[config.mk]
export PLATFORM = sky130hd
export DESIGN_NAME = evt_counter
export DESIGN_NICKNAME = d
export VERILOG_FILES = /design/src/rtl/evt_pkg.sv /design/src/rtl/evt_sync.sv /design/src/rtl/evt_ctrl.sv /design/src/rtl/evt_datapath.sv /design/src/rtl/evt_counter.sv
export SDC_FILE = /design/constraint.sdc
export NUM_CORES = 1
export LEC_CHECK = 0
export BUFFER_PORTS_ARGS = -buffer_cell sky130_fd_sc_hd__buf_4
export CORE_MARGIN = 3
export CORE_UTILIZATION = 63
export CTS_CLUSTER_DIAMETER = 150
export DETAILED_ROUTE_END_ITERATION = 12
export GPL_ROUTABILITY_DRIVEN = 0
export PLACE_DENSITY = 0.91
export SLEW_MARGIN = 20
export SYNTH_ARGS = -nofsm -noshare
export SYNTH_HDL_FRONTEND = slang
export SYNTH_SLANG_ARGS = --single-unit
[constraint.sdc]
create_clock -name clk -period 6.7 [get_ports clk]
set_clock_uncertainty 0.05 [all_clocks]
set_input_delay 0.67 -clock clk [delete_from_list [all_inputs] [get_ports clk]]
set_output_delay 0.67 -clock clk [all_outputs]
set_load 0.005 [all_outputs]
[src/rtl/evt_pkg.sv]
package evt_pkg;
  localparam logic [1:0] SEL_MODE  = 2'd0;
  localparam logic [1:0] SEL_COUNT = 2'd1;
  localparam logic [1:0] SEL_CTRL  = 2'd2;

  localparam int MB_PULSE = 2;
  localparam int MB_EDGE  = 3;
  localparam int MB_DIRSRC = 4;
  localparam int MB_RSVD  = 5;
  localparam int MB_FREE  = 6;
  localparam int MB_QUAD  = 7;

  typedef struct packed {
    logic step;
    logic up;
    logic loadCnt;
    logic loadReload;
    logic freeRun;
    logic pulseEn;
  } ctrlStb_t;
endpackage

[src/rtl/evt_sync.sv]
module evt_sync #(
  parameter int WIDTH  = 2,
  parameter int STAGES = 2
) (
  input  logic             clk,
  input  logic             rstN,
  input  logic [WIDTH-1:0] din,
  output logic [WIDTH-1:0] dout
);
  logic [WIDTH-1:0] stage [STAGES];

  for (genvar g = 0; g < STAGES; g++) begin : gStage
    if (g == 0) begin : gFirst
      always_ff @(posedge clk or negedge rstN) begin
        if (!rstN) stage[g] <= '0;
        else       stage[g] <= din;
      end
    end else begin : gNext
      always_ff @(posedge clk or negedge rstN) begin
        if (!rstN) stage[g] <= '0;
        else       stage[g] <= stage[g-1];
      end
    end
  end

  assign dout = stage[STAGES-1];
endmodule

[src/rtl/evt_ctrl.sv]
module evt_ctrl
  import evt_pkg::*;
#(
  parameter bit QUAD_EN     = 1'b1,
  parameter int SYNC_STAGES = 2
) (
  input  logic       clk,
  input  logic       rstN,
  input  logic [1:0] busSel,
  input  logic       busWr,
  input  logic [7:0] busWdata,
  input  logic       evtIn,
  input  logic       dirIn,
  output logic [7:0] modeReg,
  output logic       startBit,
  output logic       upFlag,
  output ctrlStb_t   stb
);
  logic [1:0] syncOut;
  logic evtS, dirS, evtP, dirP;

  evt_sync #(.WIDTH(2), .STAGES(SYNC_STAGES)) uSync (
    .clk(clk), .rstN(rstN), .din({dirIn, evtIn}), .dout(syncOut)
  );
  assign evtS = syncOut[0];
  assign dirS = syncOut[1];

  always_ff @(posedge clk or negedge rstN) begin
    if (!rstN) begin
      evtP <= 1'b0;
      dirP <= 1'b0;
    end else begin
      evtP <= evtS;
      dirP <= dirS;
    end
  end

  always_ff @(posedge clk or negedge rstN) begin
    if (!rstN) begin
      modeReg  <= '0;
      startBit <= 1'b0;
      upFlag   <= 1'b0;
    end else if (busWr) begin
      if (busSel == SEL_MODE) modeReg <= busWdata;
      if (busSel == SEL_CTRL) begin
        startBit <= busWdata[0];
        upFlag   <= busWdata[1];
      end
    end
  end

  logic countOn, quadOn;
  logic normHit, normUp, quadHit, quadUp;

  assign countOn = (modeReg[1:0] == 2'b01) && !modeReg[MB_RSVD] && startBit;
  assign quadOn  = QUAD_EN && modeReg[MB_QUAD];

  assign normHit = modeReg[MB_EDGE] ? (evtS & ~evtP) : (~evtS & evtP);
  assign normUp  = modeReg[MB_DIRSRC] ? dirS : upFlag;
  assign quadHit = (evtS ^ evtP) ^ (dirS ^ dirP);
  assign quadUp  = evtS ^ dirP;

  always_comb begin
    stb            = '0;
    stb.step       = countOn && (quadOn ? quadHit : normHit);
    stb.up         = quadOn ? quadUp : normUp;
    stb.loadCnt    = busWr && (busSel == SEL_COUNT) && !startBit;
    stb.loadReload = busWr && (busSel == SEL_COUNT);
    stb.freeRun    = modeReg[MB_FREE];
    stb.pulseEn    = modeReg[MB_PULSE];
  end
endmodule

[src/rtl/evt_datapath.sv]
module evt_datapath
  import evt_pkg::*;
#(
  parameter int CW = 16
) (
  input  logic          clk,
  input  logic          rstN,
  input  ctrlStb_t      stb,
  input  logic [CW-1:0] wrData,
  output logic [CW-1:0] countVal,
  output logic          pulseOut,
  output logic          irq
);
  localparam logic [CW-1:0] CNT_MAX = {CW{1'b1}};
  localparam logic [CW-1:0] CNT_ONE = {{(CW-1){1'b0}}, 1'b1};

  logic [CW-1:0] reloadVal;
  logic          atEnd;

  assign atEnd = stb.up ? (countVal == CNT_MAX) : (countVal == '0);

  always_ff @(posedge clk or negedge rstN) begin
    if (!rstN) begin
      countVal  <= '0;
      reloadVal <= '0;
      pulseOut  <= 1'b0;
      irq       <= 1'b0;
    end else begin
      irq <= 1'b0;
      if (stb.loadReload) reloadVal <= wrData;
      if (stb.loadCnt) begin
        countVal <= wrData;
      end else if (stb.step) begin
        if (atEnd) begin
          irq <= 1'b1;
          if (stb.pulseEn) pulseOut <= ~pulseOut;
          if (stb.freeRun) countVal <= stb.up ? '0 : CNT_MAX;
          else             countVal <= reloadVal;
        end else begin
          countVal <= stb.up ? countVal + CNT_ONE : countVal - CNT_ONE;
        end
      end
    end
  end
endmodule

[src/rtl/evt_counter.sv]
module evt_counter
  import evt_pkg::*;
#(
  parameter bit QUAD_EN     = 1'b1,
  parameter int CW          = 16,
  parameter int SYNC_STAGES = 2
) (
  input  logic          clk,
  input  logic          rstN,
  input  logic [1:0]    busSel,
  input  logic          busWr,
  input  logic [CW-1:0] busWdata,
  output logic [CW-1:0] busRdata,
  input  logic          evtIn,
  input  logic          dirIn,
  output logic          pulseOut,
  output logic          pulseOutEn,
  output logic          irq
);
  ctrlStb_t      stb;
  logic [7:0]    modeReg;
  logic          startBit, upFlag;
  logic [CW-1:0] countVal;

  evt_ctrl #(.QUAD_EN(QUAD_EN), .SYNC_STAGES(SYNC_STAGES)) uCtrl (
    .clk(clk), .rstN(rstN), .busSel(busSel), .busWr(busWr),
    .busWdata(busWdata[7:0]), .evtIn(evtIn), .dirIn(dirIn),
    .modeReg(modeReg), .startBit(startBit), .upFlag(upFlag), .stb(stb)
  );

  evt_datapath #(.CW(CW)) uData (
    .clk(clk), .rstN(rstN), .stb(stb), .wrData(busWdata),
    .countVal(countVal), .pulseOut(pulseOut), .irq(irq)
  );

  assign pulseOutEn = modeReg[MB_PULSE];

  always_comb begin
    case (busSel)
      SEL_MODE:  busRdata = {{(CW-8){1'b0}}, modeReg};
      SEL_COUNT: busRdata = countVal;
      SEL_CTRL:  busRdata = {{(CW-2){1'b0}}, upFlag, startBit};
      default:   busRdata = '0;
    endcase
  end
endmodule

# ---- After elaboration in Yosys (flattened, before gate mapping)
# Cells that the tools add are included.
dict set report totals {
  wordCells 55
  ff_bits 50
  in_bits 23
  out_inout_bits 19
}
dict set report op_classes {
  eq_ne 4
  addsub 2
  n_bitwise 10
  n_reduce_logical 13
  n_mux 15
}
# op count
set ops {}
lappend ops {{$mux W16} 6}
lappend ops {{$pmux W16 S3} 1}
lappend ops {{$add A16 B1 Y16 const B} 1}
lappend ops {{$eq A16 B16 Y1 const B} 1}
lappend ops {{$logic_not A16 Y1} 1}
lappend ops {{$sub A16 B1 Y16 const B} 1}
lappend ops {{$mux W1} 8}
lappend ops {{$logic_and A1 B1 Y1} 5}
lappend ops {{$eq A2 B1 Y1 const B} 2}
lappend ops {{$not A1 Y1} 4}
lappend ops {{$reduce_and A2 Y1} 2}
lappend ops {{$reduce_and A4 Y1} 1}
lappend ops {{$xor A1 B1 Y1} 4}
lappend ops {{$and A1 B1 Y1} 2}
lappend ops {{$eq A2 B2 Y1 const B} 1}
lappend ops {{$logic_not A1 Y1} 2}
lappend ops {{$logic_not A2 Y1} 1}
lappend ops {{$reduce_bool A2 Y1} 1}

# ---- Longest topological paths before layout
dict set report logic_depth {
  depth_word 7
  depth_mapped 11
  depth_no_buf 11
}

# ---- By module
# A second synthesis with hierarchy kept.
dict set report hier_totals {
  hier_cells 384
  area_unflattened_um2 3444.6
}
# module instances seq_area_each_um2 area_each_um2 cells_each
set by_module_without_submodules {}
lappend by_module_without_submodules {evt_datapath 1 850.8 2543.7 308}
lappend by_module_without_submodules {evt_ctrl 1 300.3 576.8 42}
lappend by_module_without_submodules {evt_counter 1 0.0 209.0 28}
lappend by_module_without_submodules {evt_sync 1 100.1 115.1 6}

# ---- Worst setup path before layout
# OpenSTA, ideal clock, no wires.
dict set report synth_timing {
  path_kind {reg-to-reg}
  startpoint {register uCtrl.uSync.stage, in the netlist uCtrl.uSync.dout[0]}
  endpoint {register uData.countVal[13]}
  t_required_ns 6.581
  arrival_time_ns 2.784
  path_stages_with_launch 12
  setup_slack_ns 3.797
  setup_time_ns 0.069
  synth_period_minus_slack_ns 2.903
  n_path_buf 0
  cell_sequence {dfrtp_1 > xnor2_1 > mux2i_4 > inv_1 > ha_1 > and3_1 > a221oi_2 > o31ai_2 > a211oi_2 > xor2_1 > a211o_1 > nand3_1}
}
dict set report synth_via {
  elab_chain_len 7
  elab_cells_between_ends 18
  classes_between {10 x mux; 6 x bitwise; 2 x reduce/logical}
}
# item line_no
set synth_lines {}
lappend synth_lines {{start: declaration} evt_sync.sv:10} ;# logic [WIDTH-1:0] stage [STAGES];
lappend synth_lines {{start signal: indexed assignment} evt_sync.sv:21} ;# else stage[g] <= stage[g-1];
lappend synth_lines {{$xor A1 B1 Y1} evt_ctrl.sv:61} ;# assign quadUp = evtS ^ dirP;
lappend synth_lines {{$mux W1} evt_ctrl.sv:66} ;# stb.up = quadOn ? quadUp : normUp;
lappend synth_lines {{$mux W16 (2 in series)} evt_datapath.sv:37} ;# if (stb.freeRun) countVal <= stb.up ? '0 : CNT_MAX;
lappend synth_lines {{$mux W16} evt_datapath.sv:34} ;# if (atEnd) begin
lappend synth_lines {{$mux W16} evt_datapath.sv:33} ;# end else if (stb.step) begin
lappend synth_lines {{$mux W16} evt_datapath.sv:31} ;# if (stb.loadCnt) begin
lappend synth_lines {{end signal: assignment} evt_datapath.sv:32} ;# countVal <= wrData;
lappend synth_lines {{end signal: assignment} evt_datapath.sv:37}
lappend synth_lines {{end signal: assignment} evt_datapath.sv:38} ;# else countVal <= reloadVal;
lappend synth_lines {{end: declaration} evt_datapath.sv:10} ;# output logic [CW-1:0] countVal,
# Several ways; a longest one is shown, not always the timed one. The select of a mux whose other input is x is not followed.
# A chain may end at the register's enable or synchronous reset.

# ---- Final worst setup path
dict set report layout_timing {
  startpoint {register uCtrl.modeReg[4]}
  endpoint {register uData.countVal[10]}
}
dict set report layout_via {
  elab_chain_len 7
  elab_cells_between_ends 9
  classes_between {9 x mux}
}
# item line_no
set layout_lines {}
lappend layout_lines {{start: declaration} evt_ctrl.sv:14} ;# output logic [7:0] modeReg,
lappend layout_lines {{start signal: assignment} evt_ctrl.sv:44} ;# if (busSel == SEL_MODE) modeReg <= busWdata;
lappend layout_lines {{$mux W1 (*)} evt_ctrl.sv:59} ;# assign normUp = modeReg[MB_DIRSRC] ? dirS : upFlag;
lappend layout_lines {{$mux W1 (*)} evt_ctrl.sv:66}
lappend layout_lines {{$mux W16 (2 in series)} evt_datapath.sv:37}
lappend layout_lines {{$mux W16 (*)} evt_datapath.sv:34}
lappend layout_lines {{$mux W16 (*)} evt_datapath.sv:33}
lappend layout_lines {{$mux W16 (*)} evt_datapath.sv:31}
# Every way passes the cells marked *; elsewhere a longest branch is shown, timed or not. The select of a mux whose other input is x is not followed.

==> summary.txt <==
Global routing
  – Largest net degree at the start of global routing: 51
  – First-pass GRT wire length: 13790 um
  – Initial antenna violation count: 0
  – Global route overflow: 0
  – Met3 Use GR: 0.05869
  – Vias in the first global route: 2865
  – Overall routing resource usage: 0.2932
  – Met1 Use GR: 0.3766
  – Most Crowded Layer GR: met2
  – Met2 usage: 0.4672

Clock network
  – Clock Sinks: 50
  – H-tree Lvls: 2
  – CTS tree: built
  – Post_cts resized: 0
  – Reg clk slew, reported paths: 0.09 ns
  – Cts hold-fix bufs: 0
  – Skew-Pair Late Insertion Delay: 0.30 ns
  – Clock tree buffer depth: 2
  – Clk root buf: clkbuf_8
  – CTS Buf Count: 5
  – Setup Buffers After CTS: 0

Timing
  – Final hold vios: 0
  – Worst slew pin tran: 1.088 ns
  – Final setup viols: 0
  – Minimum hold slack: 0.3101 ns
  – Fmax: 0.2801 GHz
  – Rel. slew slack: 0.2710
  – Setup_tns: 0 ns
  – Final Cycle Share: 0.5328
  – Min cycle time layout: 3.570 ns
  – RSZ-0062 raised after global routing: no
  – Final WS setup: 3.130 ns
  – Slew Limit Fails: 0

Logic synthesis
  – Ys async rst share: 1.000
  – Mapped cell area: 3198 sq um
  – Adder-Cell Fraction of Synth Area: 0.07668
  – Synthesized Nets: 370
  – Simple-gate share of the synthesized area: 0.1686
  – Xor/xnor share of the synthesized area: 0.05203
  – Cells after synthesis: 328
  – Yosys cell types: 42
  – Synth Area in Compound Gates: 0.1538
  – Synth Area per Inst: 9.750 sq um
  – Yosys reg bits: 50
  – Number of flops mapped to enable cells by yosys: 0
  – Prevailing post-synth register cell: dfrtp_1
  – Mux cell area share after synthesis: 0.1311
  – Combinational family with the most area after synthesis: simple AND/OR/NAND/NOR gates
  – Synth warn: 0
  – Seq/Total Area, Yosys: 0.3912

Route
  – Post-DR vias/cell: 6.542
  – DRT Wirelength: 8415 um
  – DRC: 0
  – Routed Antenna Nets: 0
  – WL/cell: 19.48 um
  – TritonRoute pass-1 iters: 5
  – Routed vias: 2826
  – Initial drt markers: 389

Floorplanning
  – I/O pin cnt: 42
  – Die Span Y: 77.25 um
  – Core area: 4817 sq um
  – Initial Util: 0.6639
  – Width of the die: 77.25 um
  – Row count: 25
  – Die Footprint: 5968 sq um

Setup path
  – Crit-path most repeated cell: a211oi_1
  – Startpoint types: flop
  – CP max FO: 17
  – Crit. End Element: flop
  – Setup crit end: uData.countVal[10]
  – Worst r2r dst: uData.countVal[10]
  – Critical path origin: uCtrl.modeReg[4]
  – Flop2flop setup slack: 3.13 ns
  – CP cell instances: mux2i_1 > mux2i_4 > inv_1 > ha_1 > o211ai_1 > a21oi_1 > a211oi_1 > o21ai_0 > xor2_1 > a211oi_1 > a211oi_2
  – WP buf/inv: 1
  – Critical path class: flop to flop
  – Reg2reg start: uCtrl.modeReg[4]
  – CP top delay family: compound AO/OA/AOI/OAI gates
  – Data arrival, critical path: 3.67 ns
  – Crit. path cell count: 11
  – Critical path data required time: 6.80 ns
  – Cell at the slowest stage of the critical path: inv_1
  – Worst r2r path cells: 11
  – CP peak stage delay: 0.47 ns

Placed design
  – Dpl hpwl: 5911 um
  – DP Worst Slack: 3.231 ns
  – PortBufs: 41
  – Post-DP Area: 3535 sq um

Min path
  – Hold depth: 0
  – Min-delay worst type: flop to flop

Pwr
  – Worst IR Drop VDD: 203.2 uV
  – Power per Cell Area: 391.6 nW/um^2
  – Overall power: 1427 uW
  – P_leak: 0.001664 uW

Layout
  – Commonest cells after routing, fill and taps aside: dfrtp_1, buf_4, nor2_1
  – Layout area overhead: 13.93%
  – Multi-input gate area: 1862 sq um
  – Fill count: 348
  – Inserted Diodes: 0
  – Register Area: 1251 sq um
  – Nets: 406
  – Fin area: 3643 sq um
  – Most common cell after layout, fill and taps aside: dfrtp_1
  – Layout cells sized above 1: 0.2356

Job
  – Max-cap violations: 0

Outcome
  – Status: finished, final reports clean
flip-flops by register name, indices dropped and copies added (netlist names):
register           flops
uCtrl.evtP             1
uData.reloadVal       16
uData.countVal        16
uCtrl.modeReg          8
uData.irq              1
uCtrl.startBit         1
uCtrl.dirP             1
uCtrl.upFlag           1
uCtrl.uSync.stage      2
uCtrl.uSync.dout       2
uData.pulseOut         1
how the worst min path moves through the flow:
stage	startpoint	end	slack (ns)
floorplan	uCtrl.uSync.stage[2]	uCtrl.uSync.dout[0]	0.28
global placement	uCtrl.uSync.stage[2]	uCtrl.uSync.dout[0]	0.28
detailed placement	uCtrl.uSync.stage[3]	uCtrl.uSync.dout[1]	0.29
CTS	uCtrl.uSync.stage[3]	uCtrl.uSync.dout[1]	0.31
global route	uCtrl.uSync.stage[3]	uCtrl.uSync.dout[1]	0.32
finish	uCtrl.uSync.stage[3]	uCtrl.uSync.dout[1]	0.31
where the power goes:
part	switching, uW	internal (uW)
Clock	100	110
Sequential	116	378
Combinational	403	320
Total	619	808
per-stage QoR:
stage          utilization  cells
4_1_cts             0.7564    432
5_1_grt             0.7564    432
3_3_place_gp        0.7338    424
6_report            0.7564    432
3_5_place_dp        0.7338    424
2_1_floorplan            -    328
kinds of logic (layout without fill, tap and decap cells):
group / count (synthesis) / after routing
XOR/XNOR: 19 / 19
flip-flops: 50 / 50
AND/OR/NAND/NOR: 108 / 108
AO/OA/AOI/OAI: 76 / 76
multiplexers: 37 / 37
buffers and inverters: 19 / 56
adder cells (fa/ha/maj): 19 / 19
area by class of cell:
type | instances | area share
clock buffer | 5 | 0.01889
tap | 67 | 0.02301
sequential | 50 | 0.3434
inverter | 6 | 0.006181
multi-input combinational | 259 | 0.5110
timing repair buffer | 42 | 0.08654
clock inverter | 3 | 0.01099
synthesized netlist by cell type (6+ instances only):
cell / instances / area share
mux2i_1: 9 / 0.028
xnor2_1: 7 / 0.019
a211oi_1: 7 / 0.016
a21oi_1: 24 / 0.038
nand2_1: 22 / 0.026
xor2_1: 12 / 0.033
ha_1: 18 / 0.070
o21ai_0: 18 / 0.028
inv_1: 6 / 0.0070
nand3_1: 22 / 0.034
dfrtp_1: 50 / 0.39
nor2_1: 27 / 0.032
a21o_1: 8 / 0.019
nand4_1: 7 / 0.014
clkbuf_1: 7 / 0.0082
mux2_2: 26 / 0.092
and2_1: 9 / 0.018
metal layers:
layer | part of all wire | vias to the layer above
met5 | 0 | -
met2 | 0.47 | 151
li1 | - | 1262
met1 | 0.41 | 1370
met4 | 0.041 | 0
met3 | 0.083 | 43
(Power assumes the default switching activity.)
